[config.mk]
export PLATFORM = sky130hd
export DESIGN_NAME = bt_host_regs
export DESIGN_NICKNAME = d
export VERILOG_FILES = /design/src/rtl/bt_pkg.sv /design/src/rtl/bt_flag_ctl.sv /design/src/rtl/bt_req_buf.sv /design/src/rtl/bt_rsp_buf.sv /design/src/rtl/bt_host_regs.sv
export SDC_FILE = /design/constraint.sdc
export NUM_CORES = 1
export LEC_CHECK = 0
export ABC_AREA = 1
export CORE_UTILIZATION = 41
export DETAILED_ROUTE_END_ITERATION = 8
export PLACE_DENSITY = 0.61
export SYNTH_ARGS = -nofsm -noshare
export SYNTH_HDL_FRONTEND = slang
export SYNTH_SLANG_ARGS = --single-unit
[constraint.sdc]
create_clock -name clk -period 2.86 [get_ports clk]
set_input_delay 0.286 -clock clk [delete_from_list [all_inputs] [get_ports clk]]
set_output_delay 0.286 -clock clk [all_outputs]
set_load 0.005 [all_outputs]
[src/rtl/bt_pkg.sv]
package bt_pkg;

  // control register bit positions (host software decodes these)
  localparam int CB_WPTR_CLR = 0;
  localparam int CB_RPTR_CLR = 1;
  localparam int CB_REQ_GO   = 2;
  localparam int CB_RSP_ATN  = 3;
  localparam int CB_SYS_ATN  = 4;
  localparam int CB_HOST_BSY = 6;
  localparam int CB_CTL_BSY  = 7;
  // mask register bit positions
  localparam int MB_EN   = 0;
  localparam int MB_PEND = 1;

  localparam logic [1:0] A_CTL = 2'd0;
  localparam logic [1:0] A_DAT = 2'd1;
  localparam logic [1:0] A_MSK = 2'd2;

  typedef struct packed {
    logic rsp_atn;
    logic sys_atn;
    logic host_bsy;
    logic ctl_bsy;
    logic en;
    logic pend;
  } bt_flags_t;

  function automatic logic [7:0] ctl_byte(bt_flags_t f);
    logic [7:0] b;
    b = 8'h00;
    b[CB_CTL_BSY]  = f.ctl_bsy;
    b[CB_HOST_BSY] = f.host_bsy;
    b[CB_SYS_ATN]  = f.sys_atn;
    b[CB_RSP_ATN]  = f.rsp_atn;
    return b;
  endfunction

  function automatic logic [7:0] msk_byte(bt_flags_t f);
    logic [7:0] b;
    b = 8'h00;
    b[MB_PEND] = f.pend;
    b[MB_EN]   = f.en;
    return b;
  endfunction

  // Same-cycle events apply in a fixed order: host control write, host mask
  // write, response commit, then system-attention change.
  function automatic bt_flags_t flags_next(bt_flags_t cur, logic ctl_wr,
      logic msk_wr, logic [7:0] wd, logic commit, logic s_set,
      logic s_clr, logic s_irq);
    bt_flags_t n;
    n = cur;
    if (ctl_wr) begin
      if (wd[CB_RSP_ATN])  n.rsp_atn  = 1'b0;
      if (wd[CB_SYS_ATN])  n.sys_atn  = 1'b0;
      if (wd[CB_HOST_BSY]) n.host_bsy = ~cur.host_bsy;
      if (wd[CB_REQ_GO])   n.ctl_bsy  = 1'b1;
    end
    if (msk_wr) begin
      if (wd[MB_EN] != cur.en) begin
        if (wd[MB_EN]) begin
          if (n.rsp_atn || n.sys_atn) n.pend = 1'b1;
          n.en = 1'b1;
        end else begin
          n.pend = 1'b0;
          n.en   = 1'b0;
        end
      end
      if (wd[MB_PEND] && cur.pend) n.pend = 1'b0;
    end
    if (commit) begin
      n.ctl_bsy = 1'b0;
      n.rsp_atn = 1'b1;
      if (!n.pend && n.en) n.pend = 1'b1;
    end
    if (s_set && !n.sys_atn) begin
      n.sys_atn = 1'b1;
      if (s_irq && !n.rsp_atn && n.en) n.pend = 1'b1;
    end else if (s_clr && n.sys_atn) begin
      n.sys_atn = 1'b0;
      if (!n.rsp_atn && n.pend) n.pend = 1'b0;
    end
    return n;
  endfunction

  // response length as stored: never longer than the buffer
  function automatic int unsigned clamp_len(int unsigned req, int unsigned depth);
    return (req > depth) ? depth : req;
  endfunction

endpackage

[src/rtl/bt_flag_ctl.sv]
module bt_flag_ctl
  import bt_pkg::*;
(
  input  logic      clk,
  input  logic      rst_n,
  input  logic      ctl_wr,
  input  logic      msk_wr,
  input  logic [7:0] wdata,
  input  logic      rsp_commit,
  input  logic      sms_set,
  input  logic      sms_clr,
  input  logic      sms_irq,
  output bt_flags_t flags
);

  bt_flags_t flags_d;
  logic      pend_src;   // any event allowed to raise pending

  assign pend_src = msk_wr | rsp_commit | sms_set;

  always_comb begin
    flags_d = flags_next(flags, ctl_wr, msk_wr, wdata, rsp_commit,
                         sms_set, sms_clr, sms_irq);
  end

  always_ff @(posedge clk or negedge rst_n) begin
    if (!rst_n) flags <= '0;
    else        flags <= flags_d;
  end

  // pending only rises from an enable change, a commit or an attention set
  a_r7_pend_source: assert property (@(posedge clk) disable iff (!rst_n)
    $rose(flags.pend) |-> $past(pend_src));

  // pending never stands without enable
  a_r8_pend_needs_en: assert property (@(posedge clk) disable iff (!rst_n)
    flags.pend |-> flags.en);

  // commit hands the response over
  a_r10_commit_flags: assert property (@(posedge clk) disable iff (!rst_n)
    rsp_commit |=> (flags.rsp_atn && !flags.ctl_bsy));

endmodule

[src/rtl/bt_req_buf.sv]
module bt_req_buf #(
  parameter int DEPTH = 64,
  parameter int LEN_W = $clog2(DEPTH + 1) + 1,
  parameter int IDX_W = $clog2(DEPTH)
) (
  input  logic             clk,
  input  logic             rst_n,
  input  logic             wr_en,
  input  logic             clr,
  input  logic [7:0]       wdata,
  output logic [LEN_W-1:0] len,
  input  logic [IDX_W-1:0] rd_idx,
  output logic [7:0]       rd_data
);

  localparam logic [LEN_W-1:0] LEN_MAX = '1;
  localparam logic [LEN_W-1:0] LEN_CAP = LEN_W'(DEPTH);

  logic [7:0] mem [DEPTH];
  logic       store;

  assign store = wr_en && (len < LEN_CAP);

  always_ff @(posedge clk or negedge rst_n) begin
    if (!rst_n)                          len <= '0;
    else if (clr)                        len <= '0;
    else if (wr_en && len != LEN_MAX)    len <= len + 1'b1;
  end

  always_ff @(posedge clk) begin
    if (store) mem[len[IDX_W-1:0]] <= wdata;
  end

  assign rd_data = mem[rd_idx];

  // each data write advances the count by one until saturation
  a_r4_len_step: assert property (@(posedge clk) disable iff (!rst_n)
    (wr_en && !clr && len != LEN_MAX) |=> (len == $past(len) + 1'b1));

endmodule

[src/rtl/bt_rsp_buf.sv]
module bt_rsp_buf
  import bt_pkg::*;
#(
  parameter int DEPTH = 64,
  parameter int LEN_W = $clog2(DEPTH + 1) + 1,
  parameter int IDX_W = $clog2(DEPTH)
) (
  input  logic             clk,
  input  logic             rst_n,
  input  logic             wr_en,
  input  logic [IDX_W-1:0] wr_idx,
  input  logic [7:0]       wr_data,
  input  logic             commit,
  input  logic [LEN_W-1:0] commit_len,
  input  logic             rd_en,
  input  logic             pos_clr,
  output logic [7:0]       rd_data
);

  logic [7:0]       mem [DEPTH];
  logic [LEN_W-1:0] pos, len, len_cl;
  logic             avail, last;

  assign len_cl = LEN_W'(clamp_len(int'(commit_len), DEPTH));
  assign avail  = pos < len;
  assign last   = (pos + 1'b1) == len;

  always_ff @(posedge clk or negedge rst_n) begin
    if (!rst_n) begin
      pos <= '0;
      len <= '0;
    end else if (commit) begin
      pos <= '0;
      len <= len_cl;
    end else if (rd_en && avail) begin
      if (last) begin
        pos <= '0;
        len <= '0;
      end else begin
        pos <= pos + 1'b1;
      end
    end else if (pos_clr) begin
      pos <= '0;
    end
  end

  always_ff @(posedge clk) begin
    if (wr_en) mem[wr_idx] <= wr_data;
  end

  assign rd_data = avail ? mem[pos[IDX_W-1:0]] : 8'hFF;

  // the read position stays inside the committed response
  a_r5_pos_in_range: assert property (@(posedge clk) disable iff (!rst_n)
    (len != '0) |-> (pos < len));
  a_r5_empty_pos_zero: assert property (@(posedge clk) disable iff (!rst_n)
    (len == '0) |-> (pos == '0));

endmodule

[src/rtl/bt_host_regs.sv]
module bt_host_regs
  import bt_pkg::*;
#(
  parameter int DEPTH = 64,
  parameter int LEN_W = $clog2(DEPTH + 1) + 1,
  parameter int IDX_W = $clog2(DEPTH)
) (
  input  logic             clk,
  input  logic             rst_n,
  input  logic             host_wr,
  input  logic             host_rd,
  input  logic [1:0]       host_addr,
  input  logic [7:0]       host_wdata,
  output logic [7:0]       host_rdata,
  input  logic             irq_glb_en,
  output logic             irq_out,
  output logic             req_ready,
  output logic [LEN_W-1:0] req_len,
  input  logic [IDX_W-1:0] req_rd_idx,
  output logic [7:0]       req_rd_data,
  input  logic             rsp_wr_en,
  input  logic [IDX_W-1:0] rsp_wr_idx,
  input  logic [7:0]       rsp_wr_data,
  input  logic             rsp_commit,
  input  logic [LEN_W-1:0] rsp_commit_len,
  input  logic             sms_set,
  input  logic             sms_clr,
  input  logic             sms_irq
);

  // decoded host accesses, named for the checks
  logic ctl_wr, dat_wr, msk_wr, dat_rd;
  logic req_go, wptr_clr, rptr_clr;
  bt_flags_t flags;
  logic [7:0] rsp_byte;

  assign ctl_wr   = host_wr && host_addr == A_CTL;
  assign dat_wr   = host_wr && host_addr == A_DAT;
  assign msk_wr   = host_wr && host_addr == A_MSK;
  assign dat_rd   = host_rd && host_addr == A_DAT;
  assign req_go   = ctl_wr && host_wdata[CB_REQ_GO];
  assign wptr_clr = ctl_wr && host_wdata[CB_WPTR_CLR];
  assign rptr_clr = ctl_wr && host_wdata[CB_RPTR_CLR];

  bt_flag_ctl u_flags (
    .clk        (clk),
    .rst_n      (rst_n),
    .ctl_wr     (ctl_wr),
    .msk_wr     (msk_wr),
    .wdata      (host_wdata),
    .rsp_commit (rsp_commit),
    .sms_set    (sms_set),
    .sms_clr    (sms_clr),
    .sms_irq    (sms_irq),
    .flags      (flags)
  );

  bt_req_buf #(.DEPTH(DEPTH), .LEN_W(LEN_W), .IDX_W(IDX_W)) u_req (
    .clk     (clk),
    .rst_n   (rst_n),
    .wr_en   (dat_wr),
    .clr     (wptr_clr),
    .wdata   (host_wdata),
    .len     (req_len),
    .rd_idx  (req_rd_idx),
    .rd_data (req_rd_data)
  );

  bt_rsp_buf #(.DEPTH(DEPTH), .LEN_W(LEN_W), .IDX_W(IDX_W)) u_rsp (
    .clk        (clk),
    .rst_n      (rst_n),
    .wr_en      (rsp_wr_en),
    .wr_idx     (rsp_wr_idx),
    .wr_data    (rsp_wr_data),
    .commit     (rsp_commit),
    .commit_len (rsp_commit_len),
    .rd_en      (dat_rd),
    .pos_clr    (rptr_clr),
    .rd_data    (rsp_byte)
  );

  always_comb begin
    unique case (host_addr)
      A_CTL:   host_rdata = ctl_byte(flags);
      A_DAT:   host_rdata = rsp_byte;
      A_MSK:   host_rdata = msk_byte(flags);
      default: host_rdata = 8'hFF;
    endcase
  end

  always_ff @(posedge clk or negedge rst_n) begin
    if (!rst_n) req_ready <= 1'b0;
    else        req_ready <= req_go;
  end

  assign irq_out = flags.pend & irq_glb_en;

  // doorbell gives busy and a one-cycle pulse
  a_r3_req_pulse: assert property (@(posedge clk) disable iff (!rst_n)
    req_go |=> req_ready);
  a_r3_req_single: assert property (@(posedge clk) disable iff (!rst_n)
    req_ready |-> !$past(req_ready));
  a_r3_busy_set: assert property (@(posedge clk) disable iff (!rst_n)
    (req_go && !rsp_commit) |=> flags.ctl_bsy);

  // interrupt output never rises without the global gate
  a_r11_gate: assert property (@(posedge clk) disable iff (!rst_n)
    irq_out |-> irq_glb_en);

endmodule

==> run metrics, run 1 <==
Setup TNS=-1902 ps; worst hold path class=in2reg; arrival time worst endpoint=2840 ps; fin crit period=3122 ps; Clock Power Share=40.7%; clock sink total=1055; H-tree Lvls=3; Buffers on Ports=73; vias per cell=5.469; fraction of registers with async set/reset=2.938%; synth warn=0; violated checks=negative setup slack; CTS tree=yes; WP data required=2570 ps; setup violators final=8; Cell variety after synth=31; Seq/Total Area, Yosys=72.68%; endpoint type of the worst setup path=output port; Syn Inst Count=3756; Die Ht=327.3 um; Rel. slew slack=39.14%; most common flop cell mapped by yosys=edfxtp_1; Top Ports=74; Die Area=0.1071 mm2; R2R Path Start=u_rsp.pos[0]; wl on met1=52.50 mm; drt drc=0; Root Buffer=clkbuf_16; vias in the first global route=28.65k; DR vias=30.22k; die span in x=327.3 um; WL met2=55.31 mm; CTS buffer count=108; DR WL met3=9.527 mm; Final period util=109.2%; PnR worst setup slack=-262.4 ps; core area=0.1042 mm2; gr ovfl total=0; most frequent cells in the layout=edfxtp_1 (1024), nand2_1 (911), nor2_1 (399), nand3_1 (384), o21ai_0 (267); crit path from=u_rsp.pos[0]; switching pwr=7.718 mW; Cell Pwr Density=625.9 mW/mm2; Initial Utilization=41.62%; Post-DRT Antenna Nets=0; Lkg Pwr=19.14 nW; worst-case vdd ir drop=0.5820 mV; Logic pwr share=7.9%; r2r endpoint=u_rsp.pos[0]; CP Launch Type=register; Post-synth EDFFs=1024; max frequency=320.3 MHz; FF+latch count, synth=1055; max cap viols=0; flop-to-flop setup slack=80 ps; Final Instance Area=0.05320 mm2; Slew @ Worst Pin=913.0 ps; unrepaired setup endpoints after global routing=yes; Slew Viols, Final=0; WL/cell=21.78 um; final count of hold timing violations=0; top sig layer=met4; global-route wire length before repair=180.2 mm; std cell rows=118; area grow syn2layout=22.65%; Global Route Usage Sum=22.27%; Placed Area=0.04734 mm2; hold_sp=rsp_wr_data[1]; share of layout cells above drive strength 1=18.48%; CTS clk-pin slew, worst paths=60 ps; largest buffer count on any clock path=3; post-route clock skew=13.73 ps; initial antenna violation count=3; DRT Pass-1 Iters=6; largest net degree at the start of global routing=73; Critical Path Sink=host_rdata[4]; initial DRC count=3276; Final Wtd Congestion=0.8873; cell area after synthesis=0.04338 mm2; worst skew pair latency=700 ps; status=finished, violations left; worst reg2reg path depth=16; DP HPWL=71.51 mm; pre-CTS setup slack=-9.944 ps; commonest non-fill, non-tap cell in the layout=edfxtp_1; Mapped Avg Cell Area=11.55 um2; Crit Path Max Fanout=5; syn nets=3814; internal power=25.58 mW; WS Path Type=reg2out; final core utilization=51.04%; sw frac=23.18%; nets@finish=4115; final WL=120.3 mm; sequential power share=51.5%; Diodes inserted=0
-- through the flow --
step	instances	power, mW	hold slack, ps
4_1_cts	5528	33.43	28.32
5_1_grt	5526	34.21	40.98
2_1_floorplan	3756	18.49	-9.591
6_report	5526	33.30	57.93
3_5_place_dp	5258	19.68	517.5
3_3_place_gp	5258	19.65	514.5
-- worst min path at each step --
stage,to,cells past startpoint
floorplan,req_ready,0
global placement,u_flags.flags[5],2
detailed placement,u_flags.flags[5],2
CTS,u_rsp.mem[63][1],1
global route,u_req.mem[49][4],1
finish,u_rsp.mem[30][1],1
-- final cells by class --
type                    instances  area, um2
clock buffers                 139       2860
flip-flops and latches       1055      31530
repair inverters                1      6.256
clock inverters                60      511.7
fillers                      8975      51030
repair buffers                412       4517
well taps                    1380       1727
inverters                      76      309.0
multi-input cells            2403      11740
-- synth_stat cells (2+ instances only) --
cell | n | area (um2)
buf_1 | 42 | 157.7
ha_1 | 10 | 125.1
o22ai_1 | 128 | 800.8
edfxtp_1 | 1024 | 30750
xor2_1 | 3 | 26.28
nor4_1 | 2 | 12.51
buf_2 | 93 | 465.5
clkbuf_1 | 76 | 285.3
o21ai_0 | 268 | 1341
buf_4 | 11 | 82.58
inv_1 | 69 | 259.0
nand3_1 | 526 | 2633
nand2_1 | 997 | 3742
a21oi_1 | 11 | 55.05
nor3_1 | 23 | 115.1
nand4_1 | 10 | 62.56
inv_2 | 6 | 22.52
dfrtp_1 | 31 | 775.7
o21ai_1 | 14 | 70.07
nor2_1 | 401 | 1505
-- layer usage --
layer	up-vias	GRT usage, %
met5	-	0
met4	0	6.694
met3	202	3.446
met2	1226	34.70
met1	14860	32.23
li1	13940	-
-- flip-flops by register name (all words and copies together) (netlist names) --
signal	flops
u_req.mem	512
u_rsp.pos	8
req_ready	1
u_req.len	8
u_flags.flags	6
u_rsp.len	8
u_rsp.mem	512
-- kinds of logic (layout without fill, tap and decap cells) --
logic type                 count (synthesis)  in the layout  share of synthesized area (%)
buffers and inverters                    298            688                          2.942
adders and majority gates                 10             10                         0.2884
AOI/OAI and AO/OA                        426            426                          5.313
and+or+nand+nor                         1963           1963                          18.70
xor gates and xnor gates                   4              4                        0.08078
DFF                                     1055           1055                          72.68
-- power by group through the flow --
stage	logic [mW]	registers, mW	clock network, mW
after global routing	2.81	17.1	14.3
after detailed placement	2.21	17.5	0
final	2.62	17.1	13.5
after CTS	2.58	17.1	13.7
after floorplan	1.06	17.4	0
after global placement	2.19	17.5	0
-- critical path, stage by stage (launching register included) --
cell	delay [ps]
dfrtp_4	510
buf_12	150
inv_12	70
buf_12	130
buf_12	140
buf_16	130
nand2_4	50
nand3_4	80
nand3_2	90
nand2_1	80
nand2_1	70
nand3_2	90
buf_6	140
nand3_4	90
nand3_2	90
nand2_1	50
inv_1	50
buf_2	100
-- timing repair --
item	CTS	global route
endpoints found under the setup margin	10	30
cloned	22	0
setup buffers	49	3
hold buffers	2	0
resized for setup	294	80
hold endpoints to repair	39	0
pin swaps	152	76
Power figures use the tool's default switching activity.
==> inputs of run 2 (changes only) <==
MAX_ROUTING_LAYER = met4   (was not set)
==> run 2 against run 1 <==
The flow still finishes with violations (negative setup slack). Clock power about the same. Non-clock buffer count rose by 1. Flip-flop and latch count did not move. Cell count about the same. Sequential share of layout area barely moved. Global-route usage up 0.71 points. Critical path depth unchanged. Register-to-register slack got worse by 40 ps. Largest cell class unchanged. Critical endpoint unchanged. Wire length grew 0.17%.
==> run metrics, run 2 (same netlist as run 1, synthesis figures left out) <==
Buffers on Ports=73 (unchanged); max frequency=318.5 MHz (-0.55%); Global Route Usage Sum=22.98% (+0.71 points); clock sink total=1055 (unchanged); violated checks=negative setup slack; DRT Pass-1 Iters=6 (unchanged); area grow syn2layout=22.73% (about the same); Power Total=33.31 mW (about the same); Hold Crit Depth=1 (unchanged); endpoint type of the worst setup path=output port; global-route wire length before repair=180.5 mm (+0.18%); initial antenna violation count=3 (unchanged); commonest non-fill, non-tap cell in the layout=edfxtp_1; r2r endpoint=u_rsp.pos[0]; Setup TNS=-2014 ps (-111.8 ps); Lkg Pwr=19.15 nW (about the same); Top Ports=74 (unchanged); initial DRC count=3394 (+3.6%); Placed Cells=5258 (unchanged); Non-Filler Instances=5528 (+0.036%); worst hold path class=in2reg; WL/cell=21.81 um (+0.14%); Final period util=109.8% (+0.61 points); largest net degree at the start of global routing=73 (unchanged); WS Path Type=reg2out; Slew Viols, Final=0 (unchanged); flop-to-flop setup slack=40 ps (-40 ps); most frequent cells in the layout=edfxtp_1 (1024), nand2_1 (912), nor2_1 (399), nand3_1 (380), o21ai_0 (267); gr ovfl total=0 (unchanged); WP data required=2570 ps (about the same); std cell rows=118 (unchanged); Die Area=0.1071 mm2 (unchanged); Top Registers=u_req.mem x512, u_rsp.mem x512; Placed Area=0.04734 mm2 (unchanged); Crit Path Max Fanout=5 (unchanged); post-route clock skew=11.29 ps (-2.441 ps); worst-case vdd ir drop=0.5851 mV (+0.53%); DR vias=30.23k (+0.026%); pre-CTS setup slack=-9.944 ps (unchanged); final WL=120.5 mm (+0.17%); Cell Pwr Density=625.6 mW/mm2 (about the same); largest buffer count on any clock path=3 (unchanged); share of layout cells above drive strength 1=18.57% (+0.092 points); H-tree Lvls=3 (unchanged); status=finished, violations left; drt drc=0 (unchanged); setup violators final=8 (unchanged); fin crit period=3140 ps (+17.37 ps); CTS buffer count=108 (unchanged); Worst Hold End=u_rsp.mem[60][1]; max cap viols=0 (unchanged); arrival time worst endpoint=2850 ps (about the same); CP Launch Type=register; unrepaired setup endpoints after global routing=yes; Rel. slew slack=37.85% (-1.3 points); Final Instance Area=0.05324 mm2 (about the same); die span in x=327.3 um (unchanged); PnR worst setup slack=-279.8 ps (-17.37 ps); Final Wtd Congestion=0.9025 (+1.7%); R2R Path Start=u_rsp.pos[0]; DP HPWL=71.51 mm (unchanged); Die Ht=327.3 um (unchanged); worst skew pair latency=700 ps (about the same); worst reg2reg path depth=16 (unchanged); vias per cell=5.469 (about the same); vias in the first global route=28.60k (-0.19%); final count of hold timing violations=0 (unchanged); Post-DRT Antenna Nets=0 (unchanged); Initial Utilization=41.62% (unchanged); Root Buffer=clkbuf_16; Slew @ Worst Pin=932.3 ps (+19.32 ps); CTS clk-pin slew, worst paths=60 ps (about the same); hold_sp=rsp_wr_data[1]; nets@finish=4116 (+0.024%); core area=0.1042 mm2 (unchanged); CTS tree=yes
-- run 2: area by class of cell --
cell class,count,area (um2)
diodes,1,2.502
repair inverters,1,6.256
well taps,1380,1727
flip-flops and latches,1055,31530
clock inverters,60,511.7
fillers,8976,51000
repair buffers,413,4533
inverters,76,309.0
clock buffers,139,2860
multi-input cells,2403,11760
-- run 2: worst max-delay path by stage --
| stage | from | endpoint | slack (ps) | cells past startpoint |
|---|---|---|---|---|
| detailed placement | u_rsp.pos[0] | host_rdata[2] | -10 | 13 |
| floorplan | host_addr[1] | u_req.mem[56][0] | 690 | 8 |
| CTS | u_rsp.pos[0] | host_rdata[2] | -290 | 16 |
| finish | u_rsp.pos[0] | host_rdata[4] | -280 | 17 |
| global placement | u_rsp.pos[0] | host_rdata[2] | -60 | 13 |
| global route | u_rsp.pos[0] | host_rdata[3] | -390 | 16 |
-- run 2: metrics by stage --
stage               hold WS (ps)  utilization, %
detailed placement         517.5           45.42
global route               40.98           51.08
floorplan                 -9.591               -
global placement           514.5           45.42
CTS                        28.32           50.79
finish                     50.27           51.08
-- run 2: what timing repair did --
action	4_1_cts	5_1_grt
gates resized for setup	294	83
gates cloned	22	1
hold endpoints to repair	39	0
hold buffers	2	0
setup buffers	49	3
setup endpoints to repair	10	30
pin swaps	152	78
-- run 2: per-layer routing --
layer	vias up	GRT usage, %	share of wire [%]
li1	13930	-	-
met1	14840	32.37	43
met2	1245	34.74	46
met3	211	3.324	8.0
met4	0	6.623	2.5
met5	-	-	0
-- run 2: worst max-delay path, cell delays in order (launching register included) --
cell	delay (ps)
dfrtp_4	510
buf_12	150
inv_12	80
buf_12	130
buf_12	140
buf_16	130
nand2_4	50
nand3_4	90
nand3_2	80
nand2_1	80
nand2_1	70
nand3_2	90
buf_6	140
nand3_4	90
nand3_2	90
nand2_1	60
inv_1	50
buf_2	100
-- run 2: power by group --
group / total, mW / internal (mW) / switching (mW) / leakage [nW]
Sequential: 17.1 / 17.1 / 0.0807 / 9.61
Combinational: 2.62 / 0.912 / 1.71 / 7.89
Clock: 13.5 / 7.61 / 5.93 / 1.65
Total: 33.3 / 25.6 / 7.72 / 19.2
